[src/rtl/opr_pkg.sv]
package opr_pkg;
  // action field width and positions; the positions are the encoding
  localparam int unsigned OPR_FIELD_W = 13;
  localparam int unsigned B_CPL_AC  = 0;
  localparam int unsigned B_CPL_LK  = 1;
  localparam int unsigned B_OR_SW   = 2;
  localparam int unsigned B_ROT_L   = 3;
  localparam int unsigned B_ROT_R   = 4;
  localparam int unsigned B_HALT    = 5;
  localparam int unsigned B_T_MINUS = 6;
  localparam int unsigned B_T_ZERO  = 7;
  localparam int unsigned B_T_LINK  = 8;
  localparam int unsigned B_INVERT  = 9;
  localparam int unsigned B_TWICE   = 10;
  localparam int unsigned B_CLR_LK  = 11;
  localparam int unsigned B_CLR_AC  = 12;

  typedef struct packed {
    logic clr_ac;
    logic clr_lk;
    logic twice;
    logic invert;
    logic t_link;
    logic t_zero;
    logic t_minus;
    logic halt;
    logic rot_r;
    logic rot_l;
    logic or_sw;
    logic cpl_lk;
    logic cpl_ac;
  } opr_ctl_t;
endpackage

[src/rtl/opr_decode.sv]
module opr_decode
  import opr_pkg::*;
(
  input  logic [OPR_FIELD_W-1:0] field,
  output opr_ctl_t               ctl
);
  always_comb begin
    ctl.cpl_ac  = field[B_CPL_AC];
    ctl.cpl_lk  = field[B_CPL_LK];
    ctl.or_sw   = field[B_OR_SW];
    ctl.rot_l   = field[B_ROT_L];
    ctl.rot_r   = field[B_ROT_R];
    ctl.halt    = field[B_HALT];
    ctl.t_minus = field[B_T_MINUS];
    ctl.t_zero  = field[B_T_ZERO];
    ctl.t_link  = field[B_T_LINK];
    ctl.invert  = field[B_INVERT];
    ctl.twice   = field[B_TWICE];
    ctl.clr_lk  = field[B_CLR_LK];
    ctl.clr_ac  = field[B_CLR_AC];
  end
endmodule

[src/rtl/opr_skip.sv]
module opr_skip
  import opr_pkg::*;
#(
  parameter int unsigned W = 18
) (
  input  logic [W-1:0] ac,
  input  logic         lk,
  input  opr_ctl_t     ctl,
  output logic         any_hit,
  output logic         skip
);
  function automatic logic hit_any(input logic [W-1:0] a, input logic l,
                                   input opr_ctl_t c);
    logic h;
    h = (c.t_minus & a[W-1]) | (c.t_zero & (a == '0)) | (c.t_link & l);
    return h;
  endfunction

  always_comb begin
    any_hit = hit_any(ac, lk, ctl);
    // inverted sense: skip only when no selected condition holds
    skip    = ctl.invert ? ~any_hit : any_hit;
  end
endmodule

[src/rtl/opr_datapath.sv]
module opr_datapath
  import opr_pkg::*;
#(
  parameter int unsigned W = 18
) (
  input  logic [W-1:0] ac,
  input  logic         lk,
  input  logic [W-1:0] sw,
  input  opr_ctl_t     ctl,
  output logic [W-1:0] ev1_ac,
  output logic         ev1_lk,
  output logic [W-1:0] ev2_ac,
  output logic         ev2_lk,
  output logic [W-1:0] ev3_ac,
  output logic         ev3_lk
);
  localparam int unsigned RW = W + 1;

  function automatic logic [RW-1:0] ring_step(input logic [RW-1:0] r,
                                              input logic go_left);
    return go_left ? {r[RW-2:0], r[RW-1]} : {r[0], r[RW-1:1]};
  endfunction

  function automatic logic [RW-1:0] ring_rotate(input logic [RW-1:0] r,
                                                input opr_ctl_t c);
    logic [RW-1:0] t;
    t = r;
    if (c.rot_l ^ c.rot_r) begin
      t = ring_step(t, c.rot_l);
      if (c.twice) t = ring_step(t, c.rot_l);
    end
    return t;
  endfunction

  logic [RW-1:0] ring_out;

  always_comb begin
    // event 1: clears
    ev1_ac = ctl.clr_ac ? '0 : ac;
    ev1_lk = ctl.clr_lk ? 1'b0 : lk;
    // event 2: complements, then switch OR
    ev2_ac = (ctl.cpl_ac ? ~ev1_ac : ev1_ac) | (ctl.or_sw ? sw : '0);
    ev2_lk = ctl.cpl_lk ? ~ev1_lk : ev1_lk;
    // event 3: rotates on the Link+AC ring
    ring_out = ring_rotate({ev2_lk, ev2_ac}, ctl);
    ev3_ac   = ring_out[W-1:0];
    ev3_lk   = ring_out[W];
  end
endmodule

[src/rtl/opr_unit.sv]
module opr_unit
  import opr_pkg::*;
#(
  parameter int unsigned W = 18
) (
  input  logic         clk,
  input  logic         rst_n,
  input  logic         start,
  input  logic [W-1:0] instr,
  input  logic [W-1:0] ac_in,
  input  logic         link_in,
  input  logic [W-1:0] sw,
  output logic [W-1:0] ac_out,
  output logic         link_out,
  output logic         skip_req,
  output logic         halt_req,
  output logic         done
);
  opr_ctl_t     ctl;
  logic         any_hit;
  logic         skip_now;
  logic [W-1:0] ev1_ac, ev2_ac, ev3_ac;
  logic         ev1_lk, ev2_lk, ev3_lk;

  opr_decode u_dec (
    .field (instr[OPR_FIELD_W-1:0]),
    .ctl   (ctl)
  );

  opr_skip #(.W(W)) u_skip (
    .ac      (ac_in),
    .lk      (link_in),
    .ctl     (ctl),
    .any_hit (any_hit),
    .skip    (skip_now)
  );

  opr_datapath #(.W(W)) u_dp (
    .ac     (ac_in),
    .lk     (link_in),
    .sw     (sw),
    .ctl    (ctl),
    .ev1_ac (ev1_ac),
    .ev1_lk (ev1_lk),
    .ev2_ac (ev2_ac),
    .ev2_lk (ev2_lk),
    .ev3_ac (ev3_ac),
    .ev3_lk (ev3_lk)
  );

  always_ff @(posedge clk or negedge rst_n) begin
    if (!rst_n) begin
      ac_out   <= '0;
      link_out <= 1'b0;
      skip_req <= 1'b0;
      halt_req <= 1'b0;
      done     <= 1'b0;
    end else begin
      done <= start;
      if (start) begin
        ac_out   <= ev3_ac;
        link_out <= ev3_lk;
        skip_req <= skip_now;
        halt_req <= ctl.halt;
      end
    end
  end
endmodule

[config.mk]
export PLATFORM = sky130hd
export DESIGN_NAME = opr_unit
export DESIGN_NICKNAME = d
export VERILOG_FILES = /design/src/rtl/opr_pkg.sv /design/src/rtl/opr_decode.sv /design/src/rtl/opr_skip.sv /design/src/rtl/opr_datapath.sv /design/src/rtl/opr_unit.sv
export SDC_FILE = /design/constraint.sdc
export NUM_CORES = 1
export LEC_CHECK = 0
export BUFFER_PORTS_ARGS = -buffer_cell sky130_fd_sc_hd__clkbuf_2
export CAP_MARGIN = 20
export CORE_AREA = 2 2 68 70
export CTS_BUF_LIST = sky130_fd_sc_hd__clkbuf_16
export CTS_CLUSTER_DIAMETER = 40
export CTS_CLUSTER_SIZE = 20
export DETAILED_ROUTE_END_ITERATION = 10
export DIE_AREA = 0 0 70 72
export PLACE_DENSITY = 0.75
export SKIP_CTS_REPAIR_TIMING = 1
export SLEW_MARGIN = 40
export SYNTH_ARGS = -nofsm -noshare
export SYNTH_HDL_FRONTEND = slang
export SYNTH_SLANG_ARGS = --single-unit
[constraint.sdc]
create_clock -name clk -period 0.85 [get_ports clk]
set_input_delay 0.17 -clock clk [delete_from_list [all_inputs] [get_ports clk]]
set_output_delay 0.17 -clock clk [all_outputs]
set_load 0.005 [all_outputs]
==> out/summary.txt, run 1 <==
maximum root-to-sink buffer count: 2
GRT Total Usage: 0.9008
flops & latches, synth: 22
classification of the worst endpoint: register input
effective utilization at floorplan: 0.4630
Placer Congestion: 0.9389
Overflow after GRT: 246
Num CTS Buffers: 3
root buf cell: sky130_fd_sc_hd__clkbuf_16
net count after synthesis: 332
Buffers on Ports: 74
GRT repair_timing worst endpoint: skip_req$_DFFE_PN0P_/D
number of enable flip-flop cells after synthesis: 0
clock tree sinks: 22
synth unique cells: 35
number of primary I/O pins: 80
Avg Synthesized Cell Area: 7.206 um2
largest net degree at the start of global routing: 23
proportion of synthesized chip area in sequential cells: 0.2788
DP HPWL: 6.145 mm
cell area after technology mapping: 1974 um2
Placement Rows: 24
failing step: global routing (5_1_grt)
first logged error message: [ERROR GRT-0232] Routing congestion too high. Check the congestion heatmap in the GUI.
status: stopped before the end
number of cells produced by synthesis: 274
Synth async-reset ratio: 1.000
main flop type after synthesis: sky130_fd_sc_hd__dfrtp_1
die height: 72 um
width of the die: 70 um
yosys synthesis warning count: 0
count of H-tree levels built during CTS: 1
==> metrics by stage <==
step,hold slack (ps),instances,instance area [um2],worst slack [ps],utilization
floorplan,-125.6,274,2532,-384.8,-
CTS,-96.11,455,3477,-529.4,0.8154
global placement,166.3,451,3372,-712.4,0.7908
detailed placement,174.4,451,3372,-800.1,0.7908
==> synthesized netlist by cell type, drive strengths merged, types with 3 or more instances <==
master / n / area share
nand3: 25 / 0.063
a21oi: 35 / 0.089
nor4: 4 / 0.013
buf: 9 / 0.026
nor2: 23 / 0.044
a211oi: 6 / 0.023
xnor2: 19 / 0.088
a2111oi: 3 / 0.013
nor2b: 21 / 0.067
inv: 4 / 0.0076
o211ai: 3 / 0.011
a31oi: 21 / 0.067
o21ai: 4 / 0.010
clkbuf: 9 / 0.017
o221ai: 5 / 0.022
nand2: 37 / 0.070
nand4: 7 / 0.022
dfrtp: 22 / 0.28
==> logic make-up after synthesis <==
kind of cell    synth area share
flops                     0.2788
xor+xnor                 0.09252
compound gates            0.2687
simple gates              0.2959
buf+inv                  0.05259
mux                      0.01141
==> per-layer routing <==
layer  overflow  global-route usage
met1          0              0.8627
met2        155               1.132
met3          0              0.6778
met4         91               1.038
met5          0              0.1010
==> inputs of run 2 (changes only) <==
CORE_AREA = 2 2 82 84   (was 2 2 68 70)
CTS_BUF_LIST = default   (was sky130_fd_sc_hd__clkbuf_16)
CTS_CLUSTER_DIAMETER = default   (was 40)
CTS_CLUSTER_SIZE = default   (was 20)
DIE_AREA = 0 0 84 86   (was 0 0 70 72)
PLACE_DENSITY = default   (was 0.75)
PLACE_DENSITY_LB_ADDON = 0.15   (was default)
==> run 2 against run 1 <==
The flow now finishes, with violations (setup timing). Synthesized cell count did not move. Synthesized area unchanged.
==> out/summary.txt, run 2 <==
peak supply drop: 0.7961 mV
number of cells produced by synthesis: 274 (unchanged)
leakage power: 1.849 nW
maximum root-to-sink buffer count: 2 (unchanged)
adder-cell share of the synthesized area: 0 (unchanged)
min-delay src: instr[5]
Final Hold Viols: 0
Overflow after GRT: 0
vias in the first global route: 2,579
clock tree sinks: 22 (unchanged)
type of the most critical hold path: primary input to register
flops & latches, synth: 22 (unchanged)
worst slew margin relative to its limit: 0.7961
most frequent standard cell in the layout excluding fill and tap cells: sky130_fd_sc_hd__buf_4
basic-gate share of the synthesized area counting and, or, nand and nor cells: 0.2959 (unchanged)
net load switching power: 1.649 mW
count of H-tree levels built during CTS: 1 (unchanged)
core region area: 6277 um2
dpl cell area: 3411 um2 (+1.2%)
Reg-to-Reg Start: skip_req$_DFFE_PN0P_
worst setup path startpoint: ac_in[10]
count of placed standard cells including taps: 477 (+5.8%)
transition at the pin with the smallest max-transition slack: 305.8 ps
number of primary I/O pins: 80 (unchanged)
top cell types by occurrence after synthesis: 37 x sky130_fd_sc_hd__nand2_1, 35 x sky130_fd_sc_hd__a21oi_1, 25 x sky130_fd_sc_hd__nand3_1, 23 x sky130_fd_sc_hd__nor2_1, 22 x sky130_fd_sc_hd__dfrtp_1
effective utilization at floorplan: 0.3145 (-0.1485)
setup slack of the critical path after layout: -353.0 ps
GRT Total Usage: 0.2209
Placement Rows: 29 (+21%)
yosys synthesis warning count: 0 (unchanged)
top cells by area in the synthesized netlist: sky130_fd_sc_hd__dfrtp_1 28%, sky130_fd_sc_hd__a21oi_1 8.9%, sky130_fd_sc_hd__xnor2_1 8.0%, sky130_fd_sc_hd__nand2_1 7.0%, sky130_fd_sc_hd__a31oi_1 6.7%
Pint: 3.135 mW
Final min period: 1203 ps
Total Nets Final: 486
count of non-filler cells in the finished layout: 504
number of antenna cells inserted: 0
DR iter-0 viols: 181
average detailed-routed wire length per instance: 17.17 um
main flop type after synthesis: sky130_fd_sc_hd__dfrtp_1
top cell type by total area after synthesis: sky130_fd_sc_hd__dfrtp_1
Register-to-Register Setup Slack: -60 ps
root buf cell: sky130_fd_sc_hd__clkbuf_8
layout cell share with drive strength beyond 1: 0.6347
fraction of synthesized area in multiplexers: 0.01141 (unchanged)
area grow syn2layout: 114.1%
largest net degree at the start of global routing: 23
initial antenna violation count: 0
share of Yosys cell area claimed by the top area cell type: 0.2788 (unchanged)
f_max: 831.2 MHz
unrepaired setup endpoints after global routing: yes
number of enable flip-flop cells after synthesis: 0 (unchanged)
Placer Congestion: 0.9739 (+3.7%)
die height: 86 um (+19%)
violations in the final reports: setup timing
worst endpoint required time: 1020 ps
leading cell types in the layout, fill and taps excluded: 71 x sky130_fd_sc_hd__buf_4, 64 x sky130_fd_sc_hd__clkbuf_2, 29 x sky130_fd_sc_hd__nand2_1, 24 x sky130_fd_sc_hd__a21oi_1
worst endpoint data arrival time: 1370 ps
Num CTS Buffers: 3 (unchanged)
number of max-slew violations in the final report: 0
largest fanout on the critical path: 2
category of the critical setup timing path: primary input to register
leading cell type by number of instances after synthesis: sky130_fd_sc_hd__nand2_1
Clk Latency, worst-skew pair: 270 ps
max reg flops: 18
share of the core filled with cells: 0.6735
switching power share of the total: 0.3446
Placement Setup Slack: -745.5 ps (+54.62 ps)
Buffers on Ports: 74 (unchanged)
status: complete, but fails checks
die area: 7224 um2
number of routed nets with antenna violations: 0
final count of negative-setup-slack endpoints: 42
proportion of synthesized chip area in sequential cells: 0.2788 (unchanged)
Synth Area in Compound Gates: 0.2687 (unchanged)
Synth async-reset ratio: 1.000 (unchanged)
Avg Synthesized Cell Area: 7.206 um2 (unchanged)
Clk network pwr share: 0.216
part of the power in registers: 0.268
first-pass GRT wire length: 12.82 mm
Fin Clk Skew: 0 ps
Residual DRC: 0
power density over the cells: 1132 nW/um2
Most flops, register: ac_out
average via count per standard cell: 5.462
synth unique cells: 35 (unchanged)
TritonCTS clock tree: done
cell area after technology mapping: 1974 um2 (unchanged)
relative contribution of combinational cells to total power: 0.516
xor and xnor fraction of the mapped netlist area: 0.09252 (unchanged)
Critical Path Start Type: primary input
Total Neg Setup Slack: -6629 ps
Max Cap Violations: 0
width of the die: 84 um (+20%)
total length of routed wires: 8.652 mm
combinational family with the most area after synthesis: simple AND/OR/NAND/NOR gates
net count after synthesis: 332 (unchanged)
Via Count: 2,753
kind of end point of the critical path: register
cell area after layout: 4228 um2
clock slew at reported path FFs: 90 ps
TritonRoute pass-1 iters: 4
DP HPWL: 6.210 mm (+1.1%)
share of the clock period used by the worst path: 1.415
run 2: cell counts after synthesis:
No cell type changed its count.
run 2: kinds of logic after synthesis:
kind of cell              after synthesis
muxes                                   2
xor gates and xnor gates               20
DFF                                    22
and+or+nand+nor                       122
buffers and inverters                  23
AOI/OAI and AO/OA                      85
run 2: stage by stage:
step | hold slack (ps) | total power [mW]
global route | 131.6 | 5.013
detailed placement | 122.3 | 3.166
global placement | 124.5 | 3.146
floorplan | -125.6 | 2.355
CTS | -176.9 | 4.193
finish | 128.3 | 4.784
run 2: area by class of cell:
class | count | area [um2]
clock buffers | 3 | 41.29
inverters | 5 | 20.02
repair buffers | 167 | 1314
flip-flops and latches | 22 | 550.5
clock inverters | 1 | 30.03
well taps | 77 | 96.34
multi-input cells | 229 | 2176
fillers | 518 | 2049
run 2: power groups by stage:
stage          combinational (mW)  sequential (mW)  clock [mW]
2_1_floorplan                1.05             1.31           0
3_3_place_gp                 1.84             1.30           0
3_5_place_dp                 1.86             1.31           0
4_1_cts                      1.86             1.29        1.04
5_1_grt                      2.64             1.30        1.07
6_report                     2.47             1.28        1.03
run 2: critical path: stages:
cell and delay [ps]:
sky130_fd_sc_hd__buf_8 100, sky130_fd_sc_hd__nor4b_4 270, sky130_fd_sc_hd__nand4_1 170, sky130_fd_sc_hd__o41ai_4 280, sky130_fd_sc_hd__xor2_1 110, sky130_fd_sc_hd__mux2_4 260
run 2: worst paths after layout:
| kind | end | depth (start not counted) |
|---|---|---|
| min in group asynchronous | ac_out[1]$_DFFE_PN0P_ | 3 |
| min reg2reg | halt_req$_DFFE_PN0P_ | 1 |
| max | skip_req$_DFFE_PN0P_ | 6 |
| min | halt_req$_DFFE_PN0P_ | 2 |
| max in group asynchronous | ac_out[11]$_DFFE_PN0P_ | 3 |
| max reg2reg | skip_req$_DFFE_PN0P_ | 2 |
run 2: metal layers:
| layer | vias up | global-route usage | wire length [um] |
|---|---|---|---|
| met5 | - | 0 | 0 |
| met4 | 0 | 0.07185 | 151 |
| met3 | 12 | 0.02502 | 546 |
| met2 | 115 | 0.3804 | 4461 |
| met1 | 1307 | 0.2905 | 3492 |
| li1 | 1319 | - | - |
No activity file was read; power rests on OpenSTA's default activity.
==> inputs of run 3 (changes only) <==
CAP_MARGIN = 0   (was 20)
CORE_AREA = 2 2 67 69   (was 2 2 82 84)
DIE_AREA = 0 0 69 71   (was 0 0 84 86)
==> run 3 against run 2 <==
The run now fails in global routing (5_1_grt). Synthesized area is the same. Synthesized cell count is the same.
==> out/summary.txt, run 3 <==
Synth async-reset ratio: 1.000 (unchanged)
yosys synthesis warning count: 0 (unchanged)
number of primary I/O pins: 80 (unchanged)
count of H-tree levels built during CTS: 1 (unchanged)
clock tree sinks: 22 (unchanged)
xor and xnor fraction of the mapped netlist area: 0.09252 (unchanged)
top cells by area in the synthesized netlist: sky130_fd_sc_hd__dfrtp_1 28%, sky130_fd_sc_hd__a21oi_1 8.9%, sky130_fd_sc_hd__xnor2_1 8.0%, sky130_fd_sc_hd__nand2_1 7.0%, sky130_fd_sc_hd__a31oi_1 6.7%
die height: 71 um (-17%)
first logged error message: [ERROR DPL-0033] detailed placement checks failed during check placement.
Buffers on Ports: 74 (unchanged)
GRT repair_timing worst endpoint: skip_req$_DFFE_PN0P_/D
classification of the worst endpoint: register input
root buf cell: sky130_fd_sc_hd__clkbuf_8
share of Yosys cell area claimed by the top area cell type: 0.2788 (unchanged)
Avg Synthesized Cell Area: 7.206 um2 (unchanged)
effective utilization at floorplan: 0.4696 (+0.1551)
width of the die: 69 um (-18%)
top cell types by occurrence after synthesis: 37 x sky130_fd_sc_hd__nand2_1, 35 x sky130_fd_sc_hd__a21oi_1, 25 x sky130_fd_sc_hd__nand3_1, 23 x sky130_fd_sc_hd__nor2_1, 22 x sky130_fd_sc_hd__dfrtp_1
largest net degree at the start of global routing: 23
cell area after technology mapping: 1974 um2 (unchanged)
Num CTS Buffers: 3 (unchanged)
Placement Setup Slack: -786.1 ps (-40.63 ps)
adder-cell share of the synthesized area: 0 (unchanged)
combinational family with the most area after synthesis: simple AND/OR/NAND/NOR gates
DP HPWL: 6.541 mm (+5.3%)
failing step: global routing (5_1_grt)
basic-gate share of the synthesized area counting and, or, nand and nor cells: 0.2959 (unchanged)
fraction of synthesized area in multiplexers: 0.01141 (unchanged)
initial antenna violation count: 0
Placement Rows: 24 (-17%)
main flop type after synthesis: sky130_fd_sc_hd__dfrtp_1
Synth Area in Compound Gates: 0.2687 (unchanged)
Placer Congestion: 0.9494 (-2.5%)
flops & latches, synth: 22 (unchanged)
proportion of synthesized chip area in sequential cells: 0.2788 (unchanged)
net count after synthesis: 332 (unchanged)
status: stopped before the end
number of enable flip-flop cells after synthesis: 0 (unchanged)
number of cells produced by synthesis: 274 (unchanged)
maximum root-to-sink buffer count: 2 (unchanged)
synth unique cells: 35 (unchanged)
leading cell type by number of instances after synthesis: sky130_fd_sc_hd__nand2_1
top cell type by total area after synthesis: sky130_fd_sc_hd__dfrtp_1
## run 3: metrics by stage
step	cells	instance area, um2
3_3_place_gp	459	3432
3_5_place_dp	459	3432
4_1_cts	463	3503
2_1_floorplan	274	2532
## run 3: cells by family after synthesis
logic type / after synthesis
AND/OR/NAND/NOR: 122
AO/OA/AOI/OAI: 85
XOR/XNOR: 20
flip-flops: 22
multiplexers: 2
buffers and inverters: 23
